`src/rtl/sd_glue_pkg.sv`:
```
package sd_glue_pkg;
  localparam int unsigned WORD_W        = 32;
  localparam int unsigned IDX_INFO      = 0;
  localparam int unsigned IDX_DEBOUNCE  = 1;
  localparam int unsigned IDX_CAP0      = 4;   // 0x10
  localparam int unsigned IDX_CUR0      = 6;   // 0x18
  localparam int unsigned SLOT_IDX_STEP = 4;   // 0x10 bytes between slots
  localparam int unsigned PRESENT_BIT   = 16;
  localparam logic [WORD_W-1:0] DEBOUNCE_RST = 32'h0000_0005;

  function automatic logic [WORD_W-1:0] word_reset(input int unsigned idx,
                                                   input int unsigned nslot,
                                                   input logic [WORD_W-1:0] cap);
    logic [WORD_W-1:0] v;
    v = '0;
    if (idx == IDX_INFO) begin
      for (int unsigned s = 0; s < nslot; s++) v[PRESENT_BIT+s] = 1'b1;
    end else if (idx == IDX_DEBOUNCE) begin
      v = DEBOUNCE_RST;
    end else begin
      for (int unsigned s = 0; s < nslot; s++)
        if (idx == IDX_CAP0 + SLOT_IDX_STEP*s) v = cap;
    end
    return v;
  endfunction
endpackage

```
`src/rtl/sd_glue_decode.sv`:
```
module sd_glue_decode #(
  parameter int unsigned AW          = 12,
  parameter int unsigned NSLOT       = 2,
  parameter int unsigned FILE_BYTES  = 256,
  parameter int unsigned SLOT_STRIDE = 256,
  localparam int unsigned IW = $clog2(FILE_BYTES/4),
  localparam int unsigned SW = $clog2(SLOT_STRIDE)
) (
  input  logic [AW-1:0]    addr_i,
  input  logic             wr_en_i,
  input  logic             rd_en_i,
  output logic             in_file_o,
  output logic [IW-1:0]    idx_o,
  output logic [NSLOT-1:0] slot_sel_o
);
  logic unused_lsb;
  assign unused_lsb = ^addr_i[1:0];

  assign in_file_o = (addr_i < AW'(FILE_BYTES));
  assign idx_o     = addr_i[IW+1:2];

  for (genvar n = 0; n < NSLOT; n++) begin : g_sel
    assign slot_sel_o[n] = (wr_en_i | rd_en_i) && (addr_i[AW-1:SW] == (AW-SW)'(n+1));
  end
endmodule

```
`src/rtl/sd_glue_irq.sv`:
```
module sd_glue_irq #(
  parameter int unsigned NSLOT = 2
) (
  input  logic             clk_i,
  input  logic             rst_ni,
  input  logic [NSLOT-1:0] slot_irq_i,
  output logic [NSLOT-1:0] stat_o,
  output logic             irq_o
);
  logic [NSLOT-1:0] stat_q;

  always_ff @(posedge clk_i or negedge rst_ni) begin
    if (!rst_ni) stat_q <= '0;
    else         stat_q <= slot_irq_i;
  end

  assign stat_o = stat_q;
  assign irq_o  = |stat_q;
endmodule

```
`src/rtl/sd_glue_regfile.sv`:
```
module sd_glue_regfile
  import sd_glue_pkg::*;
#(
  parameter int unsigned NSLOT       = 2,
  parameter int unsigned FILE_BYTES  = 256,
  parameter logic [31:0] CAP_DEFAULT = 32'h0127_30B2,
  localparam int unsigned WORDS    = FILE_BYTES/4,
  localparam int unsigned IW       = $clog2(WORDS),
  localparam int unsigned IDX_STAT = WORDS-1
) (
  input  logic                    clk_i,
  input  logic                    rst_ni,
  input  logic                    we_i,
  input  logic [IW-1:0]           idx_i,
  input  logic [WORD_W-1:0]       wdata_i,
  input  logic [NSLOT-1:0]        stat_i,
  output logic [WORD_W-1:0]       rd_word_o,
  output logic                    soft_rst_o,
  output logic [NSLOT*WORD_W-1:0] cap_o,
  output logic [NSLOT*WORD_W-1:0] cur_o
);
  logic [WORD_W-1:0] mem_q [WORDS];
  logic              srst_q;

  for (genvar g = 0; g < WORDS; g++) begin : g_word
    localparam logic [WORD_W-1:0] RST = word_reset(g, NSLOT, CAP_DEFAULT);
    if (g == IDX_STAT) begin : g_stat
      // status lives in the irq collector; slot kept constant
      always_ff @(posedge clk_i or negedge rst_ni) begin
        if (!rst_ni) mem_q[g] <= '0;
        else         mem_q[g] <= '0;
      end
    end else if (g == IDX_INFO) begin : g_info
      always_ff @(posedge clk_i or negedge rst_ni) begin
        if (!rst_ni)                          mem_q[g] <= RST;
        else if (we_i && idx_i == IW'(g))     mem_q[g] <= {wdata_i[WORD_W-1:1], 1'b0};
      end
    end else begin : g_plain
      always_ff @(posedge clk_i or negedge rst_ni) begin
        if (!rst_ni)                          mem_q[g] <= RST;
        else if (we_i && idx_i == IW'(g))     mem_q[g] <= wdata_i;
      end
    end
  end

  always_ff @(posedge clk_i or negedge rst_ni) begin
    if (!rst_ni) srst_q <= 1'b0;
    else         srst_q <= we_i && (idx_i == IW'(IDX_INFO)) && wdata_i[0];
  end

  assign rd_word_o  = (idx_i == IW'(IDX_STAT)) ? WORD_W'(stat_i) : mem_q[idx_i];
  assign soft_rst_o = srst_q;

  for (genvar s = 0; s < NSLOT; s++) begin : g_slot
    assign cap_o[WORD_W*s +: WORD_W] = mem_q[IDX_CAP0 + SLOT_IDX_STEP*s];
    assign cur_o[WORD_W*s +: WORD_W] = mem_q[IDX_CUR0 + SLOT_IDX_STEP*s];
  end

  logic unused_stat_word;
  assign unused_stat_word = ^mem_q[IDX_STAT];
endmodule

```
`src/rtl/sd_glue_regs.sv`:
```
module sd_glue_regs
  import sd_glue_pkg::*;
#(
  parameter int unsigned NSLOT       = 2,
  parameter int unsigned AW          = 12,
  parameter int unsigned FILE_BYTES  = 256,
  parameter int unsigned SLOT_STRIDE = 256,
  parameter logic [31:0] CAP_DEFAULT = 32'h0127_30B2,
  localparam int unsigned IW = $clog2(FILE_BYTES/4)
) (
  input  logic                    clk_i,
  input  logic                    rst_ni,
  input  logic [AW-1:0]           addr_i,
  input  logic                    wr_en_i,
  input  logic                    rd_en_i,
  input  logic [WORD_W-1:0]       wdata_i,
  output logic [WORD_W-1:0]       rdata_o,
  input  logic [NSLOT-1:0]        slot_irq_i,
  output logic                    irq_o,
  output logic                    soft_rst_o,
  output logic [NSLOT-1:0]        slot_sel_o,
  output logic [NSLOT*WORD_W-1:0] slot_cap_o,
  output logic [NSLOT*WORD_W-1:0] slot_cur_o
);
  logic              in_file;
  logic [IW-1:0]     idx;
  logic [NSLOT-1:0]  stat;
  logic [WORD_W-1:0] rd_word;
  logic [WORD_W-1:0] rdata_q;

  sd_glue_decode #(
    .AW(AW), .NSLOT(NSLOT), .FILE_BYTES(FILE_BYTES), .SLOT_STRIDE(SLOT_STRIDE)
  ) u_dec (
    .addr_i(addr_i), .wr_en_i(wr_en_i), .rd_en_i(rd_en_i),
    .in_file_o(in_file), .idx_o(idx), .slot_sel_o(slot_sel_o)
  );

  sd_glue_irq #(.NSLOT(NSLOT)) u_irq (
    .clk_i(clk_i), .rst_ni(rst_ni), .slot_irq_i(slot_irq_i),
    .stat_o(stat), .irq_o(irq_o)
  );

  sd_glue_regfile #(
    .NSLOT(NSLOT), .FILE_BYTES(FILE_BYTES), .CAP_DEFAULT(CAP_DEFAULT)
  ) u_rf (
    .clk_i(clk_i), .rst_ni(rst_ni), .we_i(wr_en_i && in_file), .idx_i(idx),
    .wdata_i(wdata_i), .stat_i(stat), .rd_word_o(rd_word),
    .soft_rst_o(soft_rst_o), .cap_o(slot_cap_o), .cur_o(slot_cur_o)
  );

  always_ff @(posedge clk_i or negedge rst_ni) begin
    if (!rst_ni)                rdata_q <= '0;
    else if (rd_en_i && in_file) rdata_q <= rd_word;
    else                        rdata_q <= '0;
  end

  assign rdata_o = rdata_q;
endmodule

```
`config.mk`:
```
export PLATFORM = sky130hd
export DESIGN_NAME = sd_glue_regs
export DESIGN_NICKNAME = d
export VERILOG_FILES = /design/src/rtl/sd_glue_pkg.sv /design/src/rtl/sd_glue_decode.sv /design/src/rtl/sd_glue_irq.sv /design/src/rtl/sd_glue_regfile.sv /design/src/rtl/sd_glue_regs.sv
export SDC_FILE = /design/constraint.sdc
export NUM_CORES = 2
export LEC_CHECK = 0
export BUFFER_PORTS_ARGS = -buffer_cell sky130_fd_sc_hd__buf_2
export CAP_MARGIN = 10
export CORE_MARGIN = 2
export CORE_UTILIZATION = 63
export CTS_CLUSTER_DIAMETER = 150
export DETAILED_ROUTE_END_ITERATION = 6
export PLACE_DENSITY_LB_ADDON = 0.2
export SETUP_SLACK_MARGIN = 0.2
export SYNTH_ARGS = -nofsm -noshare
export SYNTH_HDL_FRONTEND = slang
export SYNTH_SLANG_ARGS = --single-unit
```
`constraint.sdc`:
```
create_clock -name clk_i -period 2.1 [get_ports clk_i]
set_input_delay 0.315 -clock clk_i [delete_from_list [all_inputs] [get_ports clk_i]]
set_output_delay 0.315 -clock clk_i [all_outputs]
set_load 0.1 [all_outputs]
```
==> impl_table.tex <==
\begin{tabular}{lr}
\hline
Metric & Value \\
\hline
\multicolumn{2}{l}{\textbf{Outcome}} \\
\quad Status & finished, violations left \\
\quad Failing checks & negative setup slack \\
\multicolumn{2}{l}{\textbf{Yosys}} \\
\quad Count of flip-flops with a built-in enable after synthesis & 0 \\
\quad Synthesized instance count & 6,027 \\
\quad Biggest area consumer among synthesized cells & sky130\_fd\_sc\_hd\_\_dfrtp\_1 \\
\quad Avg Synthesized Cell Area & 15.5 um\^{}2 \\
\quad Netlist Area Pre-Place & 93,200 um\^{}2 \\
\quad Most common cell in the synthesized netlist & sky130\_fd\_sc\_hd\_\_dfrtp\_1 \\
\quad Most common flop cell mapped by yosys & sky130\_fd\_sc\_hd\_\_dfrtp\_1 \\
\quad Unique cell type count in the Yosys netlist & 63 \\
\quad Sequential share of the synthesized area & 55.1\% \\
\quad Cells taking the most area after synthesis & sky130\_fd\_sc\_hd\_\_dfrtp\_1 (54\%), sky130\_fd\_sc\_hd\_\_mux2\_2 (24\%), sky130\_fd\_sc\_hd\_\_mux4\_2 (11\%) \\
\quad Area share of the largest cell type after synthesis & 54.3\% \\
\quad Syn nets & 6,077 \\
\quad Leading cell types by count after synthesis & sky130\_fd\_sc\_hd\_\_dfrtp\_1 (2,024), sky130\_fd\_sc\_hd\_\_mux2\_2 (1,966), sky130\_fd\_sc\_hd\_\_mux4\_2 (453) \\
\quad Proportion of register bits with asynchronous set or reset after synthesis & 100\% \\
\quad Synth warn & 0 \\
\quad Flip-flop and latch count after synthesis & 2,050 \\
\multicolumn{2}{l}{\textbf{Place}} \\
\quad HPWL reported at the end of detailed placement & 173 mm \\
\quad GPL Wtd Cong & 0.868 \\
\quad Buffers added on ports & 211 \\
\quad Placement-stage worst setup slack & -0.763 ns \\
\multicolumn{2}{l}{\textbf{Drt}} \\
\quad Total via count in the routed design & 57,757 \\
\quad Average wire per standard cell & 31.5 um \\
\quad Antenna Nets Post-Route & 0 \\
\quad Detailed Route Iter0 Violations & 5,254 \\
\quad Total routed wirelength & 268 mm \\
\quad DR vias/cell & 6.79 \\
\quad Remaining design rule violation count & 0 \\
\quad Detailed Routing Iterations Pass 1 & 5 \\
\multicolumn{2}{l}{\textbf{STA}} \\
\quad Max-slew violation total from the final report & 0 \\
\quad Setup repair after global routing missed its margin & yes \\
\quad Clk\_skew & 0.0228 ns \\
\quad Slack of the critical path & -0.235 ns \\
\quad Tightest hold margin & 0.0788 ns \\
\quad Tcrit/Tclk final & 111\% \\
\quad Max frequency & 428 MHz \\
\quad Actual slew at the worst max-slew pin & 0.981 ns \\
\quad Time the worst path needs with I/O delays and setup & 2.34 ns \\
\quad Hold violation total from the final report & 0 \\
\quad TNS Setup & -0.329 ns \\
\quad Relative slew slack & 34.6\% \\
\quad Finish-stage setup viols & 3 \\
\multicolumn{2}{l}{\textbf{Pwr}} \\
\quad Lkg Pwr & 54.6 nW \\
\quad Power Density & 764 nW/um\^{}2 \\
\quad IR drop worst, VDD & 947 uV \\
\multicolumn{2}{l}{\textbf{Worst setup path}} \\
\quad Crit Path Class & flip-flop to flip-flop \\
\quad Endpoint kind of the worst setup timing path & flip-flop \\
\quad Critical path data required time & 2.82 ns \\
\quad Largest driver fanout on the critical path & 2 \\
\quad Signal arrival time at the worst endpoint & 3.05 ns \\
\quad Type of origin of the critical path & flip-flop \\
\multicolumn{2}{l}{\textbf{Clock network}} \\
\quad Bufs on Longest Clock Path & 3 \\
\quad Total CTS buffers & 203 \\
\quad CTS Root Buffer Type & sky130\_fd\_sc\_hd\_\_clkbuf\_16 \\
\quad H-tree Lvls & 4 \\
\quad Clk sinks & 2,050 \\
\quad TritonCTS clock tree & yes \\
\quad Clock-pin slew of the registers on the worst-case setup and hold paths & 0.06 ns \\
\quad Latest clock arrival within the worst-skew pair & 0.85 ns \\
\multicolumn{2}{l}{\textbf{GRT}} \\
\quad Global-route wire length before repair & 401 mm \\
\quad Number of global-route vias before repair & 60,792 \\
\quad Number of antenna violations at the first check in global routing & 7 \\
\quad Total routing usage reported by global routing & 35.9\% \\
\quad GRT Residual Overflow & 0 \\
\quad Maximum number of pins on one net before global-route repair & 136 \\
\multicolumn{2}{l}{\textbf{Flow run}} \\
\quad Max-capacitance violation count & 0 \\
\multicolumn{2}{l}{\textbf{Worst hold path}} \\
\quad Class of the tightest hold or removal check & primary input to flip-flop \\
\multicolumn{2}{l}{\textbf{Die}} \\
\quad X dimension of the die & 389 um \\
\quad Cell row count & 141 \\
\quad Die Height & 389 um \\
\quad Die footprint & 151,000 um\^{}2 \\
\quad Number of placed I/O pins & 214 \\
\quad Starting density of the core & 63.3\% \\
\quad Area of the core region & 147,000 um\^{}2 \\
\multicolumn{2}{l}{\textbf{Cells and area}} \\
\quad Share of post-route cells with drive strength above 1 & 58.9\% \\
\quad Number of nets in the layout & 6,447 \\
\quad P\&R area growth vs syn & 18.1\% \\
\hline
\end{tabular}
[worst paths after layout]
check | startpoint | endpoint | slack, ns | depth (start not counted)
worst max-delay path | u_rf.mem_q[397] | rdata_o[13] | -0.24 | 5
worst min-delay path | wdata_i[5] | u_rf.mem_q[389] | 0.08 | 3
worst max register to register | u_rf.mem_q[397] | rdata_o[13] | -0.24 | 5
worst min register to register | u_rf.mem_q[467] | u_rf.mem_q[467] | 0.49 | 1
max in group asynchronous | rst_ni | u_rf.mem_q[1502] | 0.88 | 3
min in group asynchronous | rst_ni | u_rf.mem_q[2046] | 0.32 | 3
[cell type report]
cell class,instances,area (um^2)
Multi-Input combinational cell,3210,38800
Fill cell,8583,37200
Tap cell,1930,2410
Inverter,20,75.1
Antenna cell,1,2.50
Clock inverter,68,877
Clock buffer,314,6180
Sequential cell,2050,51400
Timing Repair Buffer,912,10400
[routing by layer]
layer	up-vias	GRT usage, %	wire length, um
li1	23113	-	-
met1	31511	50.3	109000
met2	2547	56.3	128000
met3	580	7.85	21700
met4	6	12.5	9750
met5	-	0	48
[through the flow]
stage / total power [mW] / utilization [%] / std cells / instance area [um^2]
after floorplan: 44.0 / - / 6027 / 94300
after global placement: 46.6 / 68.7 / 8088 / 101000
after detailed placement: 46.7 / 68.7 / 8088 / 101000
after CTS: 84.5 / 74.6 / 8500 / 110000
after global routing: 86.5 / 74.8 / 8505 / 110000
final: 84.2 / 74.8 / 8505 / 110000
[registers in the layout, summed over array words and instances (netlist names)]
| name | cells |
|---|---|
| u_rf.cur_o | 64 |
| u_rf.cap_o | 64 |
| rdata_o | 32 |
| u_irq.stat_o | 2 |
| u_rf.soft_rst_o | 1 |
| u_rf.mem_q | 1887 |
[critical path, stage by stage, from the launching register on]
cell and delay (ns):
sky130_fd_sc_hd__dfrtp_1 0.39, sky130_fd_sc_hd__mux4_2 0.48, sky130_fd_sc_hd__a32o_1 0.25, sky130_fd_sc_hd__o31a_1 0.43
sky130_fd_sc_hd__buf_4 0.19, sky130_fd_sc_hd__or4_1 0.46
[placed cells by master (no fill, tap or decap), drive strengths merged, types with 42 or more instances in the layout]
| cell | n |
|---|---|
| a22oi | 136 |
| nand3 | 55 |
| a21oi | 47 |
| nand2 | 42 |
| nor2 | 69 |
| buf | 905 |
| mux2 | 2025 |
| clkbuf | 315 |
| mux2i | 96 |
| mux4 | 453 |
| dfrtp | 2024 |
[logic make-up (layout without fill, tap and decap cells)]
logic type,Yosys count,after routing,share of synthesized area [%]
and+or+nand+nor,265,265,1.56
AOI/OAI and AO/OA,371,371,2.91
DFF,2050,2050,55.1
buffers and inverters,767,1314,4.04
other,0,1,0
muxes,2574,2574,36.4
[power breakdown]
group / internal (mW) / leakage (nW) / switching, mW / total, mW
clock: 22.2 / 3.48 / 15.8 / 38.0
combinational: 2.18 / 22.7 / 3.60 / 5.78
sequential: 40.1 / 28.4 / 0.334 / 40.4
total: 64.5 / 54.6 / 19.7 / 84.2
[what timing repair did]
action / CTS / global route
gates cloned: 0 / 0
resized for setup: 409 / 46
pin swaps: 36 / 20
setup buffers: 24 / 3
endpoints found under the setup margin: 184 / 86
hold endpoints to repair: 1563 / 0
hold buffers: 6 / 0
Power figures use the tool's default switching activity.
